[config.mk]
export PLATFORM = sky130hd
export DESIGN_NAME = dmac_reload_chan
export DESIGN_NICKNAME = d
export VERILOG_FILES = /design/src/rtl/dmac_pkg.sv /design/src/rtl/dmac_chan_regs.sv /design/src/rtl/dmac_chan_seq.sv /design/src/rtl/dmac_reload_chan.sv
export SDC_FILE = /design/constraint.sdc
export NUM_CORES = 1
export LEC_CHECK = 0
export ABC_CLOCK_PERIOD_IN_PS = 6800
export BUFFER_PORTS_ARGS = -buffer_cell sky130_fd_sc_hd__buf_2
export CORE_MARGIN = 2
export CORE_UTILIZATION = 60
export CTS_CLUSTER_DIAMETER = 200
export CTS_CLUSTER_SIZE = 12
export DETAILED_ROUTE_END_ITERATION = 7
export PLACE_DENSITY = 0.83
export SLEW_MARGIN = 20
export SYNTH_ARGS = -nofsm -noshare
export SYNTH_HDL_FRONTEND = slang
export SYNTH_SLANG_ARGS = --single-unit
[constraint.sdc]
create_clock -name clk -period 6.8 [get_ports clk]
set_input_delay 0.68 -clock clk [delete_from_list [all_inputs] [get_ports clk]]
set_output_delay 0.68 -clock clk [all_outputs]
set_load 0.01 [all_outputs]
[src/rtl/dmac_pkg.sv]
package dmac_pkg;

    localparam int ADDR_W = 32;
    localparam int DATA_W = 32;
    localparam int STRIDE = DATA_W / 8;

    localparam logic [1:0] REG_SRC  = 2'd0;
    localparam logic [1:0] REG_DST  = 2'd1;
    localparam logic [1:0] REG_CNT  = 2'd2;
    localparam logic [1:0] REG_CTRL = 2'd3;

    localparam int BIT_EN     = 0;
    localparam int BIT_IE     = 1;
    localparam int BIT_RELOAD = 2;
    localparam int BIT_DONE   = 8;

    typedef enum logic [1:0] {
        AM_FIXED = 2'b00,
        AM_UP    = 2'b01,
        AM_DOWN  = 2'b10,
        AM_KEEP  = 2'b11
    } amode_e;

    typedef enum logic [1:0] {
        SQ_IDLE,
        SQ_ARB,
        SQ_RD,
        SQ_WR
    } seq_e;

    typedef struct packed {
        logic   done;
        amode_e dmode;
        amode_e smode;
        logic   reload;
        logic   ie;
        logic   en;
    } ctrl_t;

    function automatic logic [ADDR_W-1:0] step_addr(input logic [ADDR_W-1:0] a,
                                                    input amode_e m);
        case (m)
            AM_UP:   return a + ADDR_W'(STRIDE);
            AM_DOWN: return a - ADDR_W'(STRIDE);
            default: return a;
        endcase
    endfunction

    function automatic logic [DATA_W-1:0] ctrl_word(input ctrl_t c);
        logic [DATA_W-1:0] w;
        w = '0;
        w[BIT_EN]     = c.en;
        w[BIT_IE]     = c.ie;
        w[BIT_RELOAD] = c.reload;
        w[4:3]        = c.smode;
        w[6:5]        = c.dmode;
        w[BIT_DONE]   = c.done;
        return w;
    endfunction

endpackage

[src/rtl/dmac_chan_regs.sv]
module dmac_chan_regs
    import dmac_pkg::*;
#(
    parameter int CNT_W = 16,
    parameter int GROUP = 4,
    localparam int GW   = (GROUP > 1) ? $clog2(GROUP) : 1
) (
    input  logic              clk,
    input  logic              rst,
    input  logic              cfg_we,
    input  logic [1:0]        cfg_addr,
    input  logic [DATA_W-1:0] cfg_wdata,
    output logic [DATA_W-1:0] cfg_rdata,
    input  logic              xfer_done,
    output logic [ADDR_W-1:0] sar,
    output logic [ADDR_W-1:0] sar_init,
    output logic [ADDR_W-1:0] dar,
    output logic [CNT_W-1:0]  tcr,
    output ctrl_t             ctrl,
    output logic [GW-1:0]     grp,
    output logic              end_job,
    output logic              end_group,
    output logic              start_ok
);

    logic ctrl_wr;
    assign ctrl_wr   = cfg_we && (cfg_addr == REG_CTRL);
    assign end_job   = (tcr == CNT_W'(1));
    assign end_group = ctrl.reload && (grp == GW'(GROUP - 1));
    assign start_ok  = ctrl.en && !ctrl.done && (tcr != '0);

    always_comb begin
        case (cfg_addr)
            REG_SRC: cfg_rdata = sar;
            REG_DST: cfg_rdata = dar;
            REG_CNT: cfg_rdata = DATA_W'(tcr);
            default: cfg_rdata = ctrl_word(ctrl);
        endcase
    end

    always_ff @(posedge clk) begin
        if (rst) begin
            sar      <= '0;
            sar_init <= '0;
            dar      <= '0;
            tcr      <= '0;
            ctrl     <= '0;
            grp      <= '0;
        end else begin
            if (xfer_done) begin
                tcr <= tcr - CNT_W'(1);
                dar <= step_addr(dar, ctrl.dmode);
                if (end_group) begin
                    sar <= sar_init;
                    grp <= '0;
                end else begin
                    sar <= step_addr(sar, ctrl.smode);
                    if (ctrl.reload) grp <= grp + 1'b1;
                end
            end
            if (cfg_we) begin
                case (cfg_addr)
                    REG_SRC: begin
                        sar      <= cfg_wdata;
                        sar_init <= cfg_wdata;
                    end
                    REG_DST: dar <= cfg_wdata;
                    REG_CNT: tcr <= cfg_wdata[CNT_W-1:0];
                    default: begin
                        ctrl.en     <= cfg_wdata[BIT_EN];
                        ctrl.ie     <= cfg_wdata[BIT_IE];
                        ctrl.reload <= cfg_wdata[BIT_RELOAD];
                        ctrl.smode  <= amode_e'(cfg_wdata[4:3]);
                        ctrl.dmode  <= amode_e'(cfg_wdata[6:5]);
                        if (cfg_wdata[BIT_EN] && !ctrl.en) grp <= '0;
                    end
                endcase
            end
            if (xfer_done && end_job)
                ctrl.done <= 1'b1;
            else if (ctrl_wr && !cfg_wdata[BIT_DONE])
                ctrl.done <= 1'b0;
        end
    end

endmodule

[src/rtl/dmac_chan_seq.sv]
module dmac_chan_seq
    import dmac_pkg::*;
(
    input  logic              clk,
    input  logic              rst,
    input  logic              per_req,
    input  logic              start_ok,
    input  logic              en,
    input  logic              end_job,
    input  logic              end_group,
    input  logic [ADDR_W-1:0] sar,
    input  logic [ADDR_W-1:0] dar,
    output logic              bus_req,
    input  logic              bus_gnt,
    output logic              bus_valid,
    output logic              bus_we,
    output logic [ADDR_W-1:0] bus_addr,
    output logic [DATA_W-1:0] bus_wdata,
    input  logic [DATA_W-1:0] bus_rdata,
    input  logic              bus_ack,
    output logic              xfer_done,
    output seq_e              state
);

    seq_e              nxt;
    logic [DATA_W-1:0] hold_q;
    logic              beat_ok;

    assign beat_ok = bus_gnt && bus_ack;

    always_comb begin
        nxt       = state;
        bus_req   = 1'b0;
        bus_valid = 1'b0;
        bus_we    = 1'b0;
        bus_addr  = sar;
        bus_wdata = hold_q;
        xfer_done = 1'b0;
        case (state)
            SQ_IDLE: if (start_ok && per_req) nxt = SQ_ARB;
            SQ_ARB: begin
                bus_req = 1'b1;
                if (bus_gnt) nxt = SQ_RD;
            end
            SQ_RD: begin
                bus_req   = 1'b1;
                bus_valid = bus_gnt;
                if (beat_ok) nxt = SQ_WR;
            end
            default: begin
                bus_req   = 1'b1;
                bus_valid = bus_gnt;
                bus_we    = 1'b1;
                bus_addr  = dar;
                if (beat_ok) begin
                    xfer_done = 1'b1;
                    nxt = (end_job || end_group || !en) ? SQ_IDLE : SQ_RD;
                end
            end
        endcase
    end

    always_ff @(posedge clk) begin
        if (rst) begin
            state  <= SQ_IDLE;
            hold_q <= '0;
        end else begin
            state <= nxt;
            if (state == SQ_RD && beat_ok) hold_q <= bus_rdata;
        end
    end

endmodule

[src/rtl/dmac_reload_chan.sv]
module dmac_reload_chan
    import dmac_pkg::*;
#(
    parameter int CNT_W = 16,
    parameter int GROUP = 4
) (
    input  logic        clk,
    input  logic        rst,
    input  logic        cfg_we,
    input  logic [1:0]  cfg_addr,
    input  logic [31:0] cfg_wdata,
    output logic [31:0] cfg_rdata,
    input  logic        per_req,
    output logic        bus_req,
    input  logic        bus_gnt,
    output logic        bus_valid,
    output logic        bus_we,
    output logic [31:0] bus_addr,
    output logic [31:0] bus_wdata,
    input  logic [31:0] bus_rdata,
    input  logic        bus_ack,
    output logic        irq
);

    localparam int GW = (GROUP > 1) ? $clog2(GROUP) : 1;

    logic [ADDR_W-1:0] sar, sar_init, dar;
    logic [CNT_W-1:0]  tcr;
    ctrl_t             ctrl;
    logic [GW-1:0]     grp;
    logic              end_job, end_group, start_ok, xfer_done;
    seq_e              state;

    dmac_chan_regs #(.CNT_W(CNT_W), .GROUP(GROUP)) u_regs (
        .clk(clk), .rst(rst),
        .cfg_we(cfg_we), .cfg_addr(cfg_addr), .cfg_wdata(cfg_wdata), .cfg_rdata(cfg_rdata),
        .xfer_done(xfer_done),
        .sar(sar), .sar_init(sar_init), .dar(dar), .tcr(tcr), .ctrl(ctrl), .grp(grp),
        .end_job(end_job), .end_group(end_group), .start_ok(start_ok)
    );

    dmac_chan_seq u_seq (
        .clk(clk), .rst(rst),
        .per_req(per_req), .start_ok(start_ok), .en(ctrl.en),
        .end_job(end_job), .end_group(end_group),
        .sar(sar), .dar(dar),
        .bus_req(bus_req), .bus_gnt(bus_gnt), .bus_valid(bus_valid), .bus_we(bus_we),
        .bus_addr(bus_addr), .bus_wdata(bus_wdata), .bus_rdata(bus_rdata), .bus_ack(bus_ack),
        .xfer_done(xfer_done), .state(state)
    );

    assign irq = ctrl.done && ctrl.ie;

endmodule

# [Word-level counts from Yosys, hierarchy flattened]
# Index checks and enable logic that the tools add are counted.
[totals] latchBits=0 wordCells=94 regBits=156 n_memories=0 out_inout_bits=100 mem_bits_rw=0 romBits=0
[op_classes] n_mul=0 div=0 shift=0 addsub=6 n_lt_le_gt_ge=0 eq_ne=14 reduce_logical=27 n_mux=33 n_bitwise=1
[op_table] op="$mux 32" count=8
[op_table] op="$pmux 32 s2" count=2
[op_table] op="$pmux 32 s3" count=1
[op_table] op="$add 32x3->32 const B" count=2
[op_table] op="$sub 32x3->32 const B" count=2
[op_table] op="$mux 16" count=3
[op_table] op="$mux 2" count=11
[op_table] op="$eq 16x1->1 const B" count=1
[op_table] op="$reduce_bool 16->1" count=1
[op_table] op="$sub 16x1->16 const B" count=1
[op_table] op="$eq 2x2->1 const B" count=6
[op_table] op="$logic_and 1x1->1" count=11
[op_table] op="$eq 2x1->1 const B" count=4
[op_table] op="$mux 1" count=7
[op_table] op="$pmux 2 s3" count=1
[op_table] op="$reduce_or 3->1" count=2
[op_table] op="$logic_not 2->1" count=2
[op_table] op="$ne 2x1->1 const B" count=2
[op_table] op="$reduce_and 2->1" count=2
[op_table] op="$reduce_and 4->1" count=1
[op_table] op="$logic_not 1->1" count=3
[op_table] op="$reduce_bool 3->1" count=1
[op_table] op="$add 2x1->2 const B" count=1
[op_table] op="$logic_or 1x1->1" count=2
[op_table] op="4 further kinds" count=4

# [Logic depth before layout (Yosys ltp)]
[logic_depth] word_depth=7 depth_mapped=18 depth_no_buf=12

# [By module]
# Synthesis repeated with hierarchy kept, for this count alone.
[unflattened] cells_unflattened=1591 area_unflattened_um2=11666.2
[by_module_without_submodules] mod="dmac_chan_regs" seq_area_each_um2=2442.3 area_per_inst_um2=9963.3 cells_each=1387 instances=1
[by_module_without_submodules] mod="dmac_chan_seq" seq_area_each_um2=680.7 area_per_inst_um2=1696.6 cells_each=203 instances=1
[by_module_without_submodules] mod="dmac_reload_chan" seq_area_each_um2=0.0 area_per_inst_um2=6.3 cells_each=1 instances=1

# [Least setup slack after synthesis]
# No wires, ideal clock.
[synth_timing] kind="reg2reg" startpoint="reg u_regs.ctrl[3] (netlist name)" endpoint="reg u_regs.sar[22]" path_buffers=6 setup_time_ns=0.114 arrival_time_ns=4.106 period_less_slack_ns=4.221 path_stages_with_launch=19 setup_slack_ns=2.579 t_required_ns=6.686 path_cell_list="dfxtp_1 inv_1 ha_1 clkbuf_2 clkbuf_1 buf_2 buf_2 clkbuf_1 buf_2 xor2_1 ha_1 a21boi_0 o22ai_1 o311a_1 o31a_2 o21ai_0 mux2i_1 mux2i_1 a2111oi_0"
[synth_via] elab_chain_cells=6 elab_cells_between_ends=7 classes_between="2 x eq/ne; 5 x mux"
[synth_rtl] element="$eq 2x2->1 / $eq 2x1->1 (equally long branches)" line="dmac_pkg.sv:42" text="case (m)"
[synth_rtl] element="$pmux 32 s2 *" line="dmac_pkg.sv:42"
[synth_rtl] element="$mux 32 *" line="dmac_chan_regs.sv:53" text="if (end_group) begin"
[synth_rtl] element="$mux 32 *" line="dmac_chan_regs.sv:50" text="if (xfer_done) begin"
[synth_rtl] element="$mux 32" line="dmac_chan_regs.sv:62" text="case (cfg_addr)"
[synth_rtl] element="$mux 32 *" line="dmac_chan_regs.sv:61" text="if (cfg_we) begin"
[synth_rtl] element="to (signal assigned)" line="dmac_chan_regs.sv:54" text="sar <= sar_init;"
[synth_rtl] element="to (signal assigned)" line="dmac_chan_regs.sv:57" text="sar <= step_addr(sar, ctrl.smode);"
[synth_rtl] element="to (signal assigned)" line="dmac_chan_regs.sv:64" text="sar <= cfg_wdata;"
[synth_rtl] element="to (decl)" line="dmac_chan_regs.sv:15" text="output logic [ADDR_W-1:0] sar,"
# Mark *: on every way between the ends. The rest lies on a longest branch, timed or not.
# A chain may end at the register's enable or synchronous reset.

# [Worst setup path in the final report]
[layout_timing] startpoint="reg u_seq.state[1]" endpoint="reg u_regs.dar[23]"
[layout_via] elab_chain_cells=6 elab_cells_between_ends=8 classes_between="2 x eq/ne; 4 x mux; 2 x reduce/logical"
[layout_rtl] element="from (decl)" line="dmac_chan_seq.sv:22" text="output seq_e state"
[layout_rtl] element="from (signal assigned)" line="dmac_chan_seq.sv:68" text="state <= nxt;"
[layout_rtl] element="$eq 2x1->1 (tied with other cells)" line="dmac_chan_seq.sv:39" text="case (state)"
[layout_rtl] element="$reduce_or 3->1 (no source line) *"
[layout_rtl] element="$mux 1 *" line="dmac_chan_seq.sv:39"
[layout_rtl] element="$mux 32 *" line="dmac_chan_regs.sv:50"
[layout_rtl] element="$mux 32" line="dmac_chan_regs.sv:62"
[layout_rtl] element="$mux 32 *" line="dmac_chan_regs.sv:61"
[layout_rtl] element="to (signal assigned)" line="dmac_chan_regs.sv:52" text="dar <= step_addr(dar, ctrl.dmode);"
[layout_rtl] element="to (signal assigned)" line="dmac_chan_regs.sv:67" text="REG_DST: dar <= cfg_wdata;"
[layout_rtl] element="to (decl)" line="dmac_chan_regs.sv:17" text="output logic [ADDR_W-1:0] dar,"
# Marks and branches as above.

==> run_results.csv <==
group,metric,value,unit
outcome,status,"finished clean",
logic_synthesis,yosys.cell_count.top_type,"nand2_1",
logic_synthesis,synth_nets,1693,
grt,grt_max_degree,84,
logic_synthesis,ys_seq_elements,156,
floorplanning,row_count,51,
floorplanning,pin_count,172,
clocking,cts_num_sinks,156,
sta,max_slew.worst_pin.slew,1030,ps
floorplanning,die_h,144,um
setup_path,ff2ff_setup_slack,2770,ps
pwr,power,2390,uW
setup_path,worstPathRequired,7150,ps
setup_path,reg2reg_from,"u_seq.state[1]",
place,place_congestion,0.994,
place,dp_slack,2950,ps
sta,timing.final.crit_period,4030,ps
drt,routed_wirelength,39300,um
setup_path,critical_path_class,"reg2reg",
finish,multiInputGateArea,7890,um2
clocking,cts_root_buffer,"clkbuf_16",
logic_synthesis,synthTopCellsByCount,"nand2_1 (251), dfxtp_1 (156), nor2_1 (143)",
finish,drive_gt1_share,17.0,%
sta,fin_ws,2770,ps
floorplanning,start_util,60.7,%
setup_path,rr_endpoint,"u_regs.dar[23]",
logic_synthesis,syn_inst,1608,
hold_path,min-delay-path-class,"reg2reg",
clocking,ctsHoldBuffers,0,
pwr,peakVddDrop,174,uV
logic_synthesis,synth_edf_count,0,
finish,finish.net_count,1738,
logic_synthesis,yosys-top-cells-area,"dfxtp_1 (27%), nand2_1 (8.1%), a21oi_1 (6.0%)",
logic_synthesis,syn_avg_cell_area,7.28,um2
clocking,cts_resized,0,
sta,skew,7.46,ps
hold_path,holdPathEnd,"u_seq.bus_wdata[7]",
clocking,cts_buffer_depth,2,
grt,overflow,0,
pwr,p_leak,0.00486,uW
drt,wl_per_cell,20.3,um
setup_path,worst_path_max_delay_cell,"nor2_1",
logic_synthesis,ys_warn_count,0,
clocking,htree_levels,4,
setup_path,cp.arrival,4380,ps
sta,grt_setup_unrepaired,"no",
logic_synthesis,synth_top_area_share,26.7,%
logic_synthesis,yosysSeqAreaShare,26.7,%
setup_path,cp_slowest_stage_delay,920,ps
setup_path,end_kind,"flip-flop",
sta,worst_hold_slack,451,ps
grt,grt_pass1_vias,11500,
clocking,cts_buffers,17,
logic_synthesis,synth_area,11700,um2
setup_path,crit_path_start_kind,"flip-flop",
hold_path,worstHoldStart,"u_seq.bus_wdata[7]",
logic_synthesis,synth_ff_type,"dfxtp_1",
grt,antenna_found_initial,0,
grt,grt_usage,37.7,%
place,numPortBuffers,171,
floorplanning,fp.dieW,144,um
finish,seq_area,3120,um2
pwr,cellPowerDensity,184,nW/um2
setup_path,reg2reg_depth,8,
drt,viasPerCell,6.63,
floorplanning,dieArea,20600,um2
logic_synthesis,ys_types,88,
drt,drtIter0Drc,1398,
drt,antenna_left,0,
place,hpwlAfterDp,27400,um
drt,drc,0,
hold_path,min_path_cells,2,
sta,finalMaxSlewViolations,0,
setup_path,path_max_fanout,38,
sta,post-route-period-util,59.3,%
logic_synthesis,synth_top_cell_by_area,"dfxtp_1",
sta,tns,0,ps
finish,syn_to_final_growth,11.1,%
clocking,path_clk_slew,70,ps
job,drv_cap,0,
grt,grt_pass1_wl,61700,um
finish,antennaDiodeCount,0,
logic_synthesis,async_reset_ff_share,0,%
clocking,post_cts.repair.setup_buffers,0,
finish,fin_util,67.5,%
setup_path,cp_cell_sequence,"ha_2 -> nand3_1 -> nor2_1 -> nand2_1 -> nor4bb_1 -> nor3_1 -> xor2_1 -> a211oi_1",
sta,fmax,248,MHz
sta,setup_violations,0,
drt,via_count,12800,
finish,fill_cells,1679,
sta,max_slew_margin,31.2,%
clocking,clock_latency,440,ps
floorplanning,core,19300,um2
clocking,tritoncts,"yes",
sta,hold_viol_final,0,
drt,drt_pre_antenna_iters,7,
## how the worst max path moves through the flow
stage | startpoint | end | slack, ps | cells after the start
after floorplan | u_regs.ctrl[3] | u_regs.sar[22] | 2580 | 18
after global placement | u_seq.state[0] | u_regs.dar[23] | 3110 | 8
after detailed placement | u_seq.state[0] | u_regs.dar[23] | 2950 | 8
after CTS | u_seq.state[1] | u_regs.dar[23] | 2890 | 8
after global routing | u_seq.state[1] | u_regs.dar[23] | 2510 | 8
final | u_seq.state[1] | u_regs.dar[23] | 2770 | 8
## area by class of cell
type | count | share of cell area [%]
clock buffers | 17 | 3.27
repair buffers | 184 | 7.35
multi-input cells | 1272 | 60.7
flip-flops and latches | 156 | 24.0
well taps | 265 | 2.55
clock inverters | 15 | 1.52
inverters | 22 | 0.635
## state kept, by name, summed over array words and instances (netlist names)
name and cells:
u_regs.ctrl 8, u_regs.grp 2, u_regs.tcr 16, u_regs.dar 32, u_regs.sar_init 32, u_regs.sar 32
u_seq.bus_wdata 32, u_seq.state 2
## stage by stage
stage / instance area, um2 / cells
floorplan: 11700 / 1608
global placement: 12400 / 1899
detailed placement: 12400 / 1899
CTS: 13000 / 1931
global route: 13000 / 1931
finish: 13000 / 1931
## layer usage
layer	vias up	share of wire (%)	global-route usage, %
met3	137	10	7.53
li1	5954	-	-
met1	5910	40	50.1
met4	0	5.8	23.3
met2	792	44	56.3
met5	-	0	0
## worst max-delay path, delay by kind of cell (launching register included)
family | cells | cell delay [ps]
xor gates and xnor gates | 1 | 150
DFF | 1 | 380
adders and majority gates | 1 | 890
AOI/OAI and AO/OA | 1 | 220
and+or+nand+nor | 5 | 2290
## kinds of logic after synthesis
kind of cell	share of synthesized area, %
mux	8.92
simple gates	25.1
fa+ha+maj	1.39
buf+inv	6.07
flops	26.7
compound gates	27.7
xor+xnor	4.12
## placed cells by master (no fill, tap or decap), types with 13 or more instances in the layout
cell	Yosys	final
nor4_1	13	13
dfxtp_1	156	156
nor2_1	143	143
mux2i_1	48	48
o31a_1	23	23
inv_1	21	21
nor3_1	39	39
or3_1	29	29
buf_2	15	170
nand2_1	251	250
xor2_1	17	17
nor2b_1	13	13
nand2b_1	16	16
a21oi_1	141	141
xnor2_1	38	38
o22ai_1	18	18
nand3_1	28	27
o21ai_0	114	114
clkbuf_16	0	17
mux2_2	34	34
a211oi_1	38	38
a311oi_1	20	20
buf_4	2	14
## power by group
part | switching, uW | leakage (uW) | internal [uW]
registers | 68.1 | 0.00127 | 954
clock network | 473 | 0.000296 | 502
logic | 242 | 0.00329 | 152
Power figures use the tool's default switching activity.
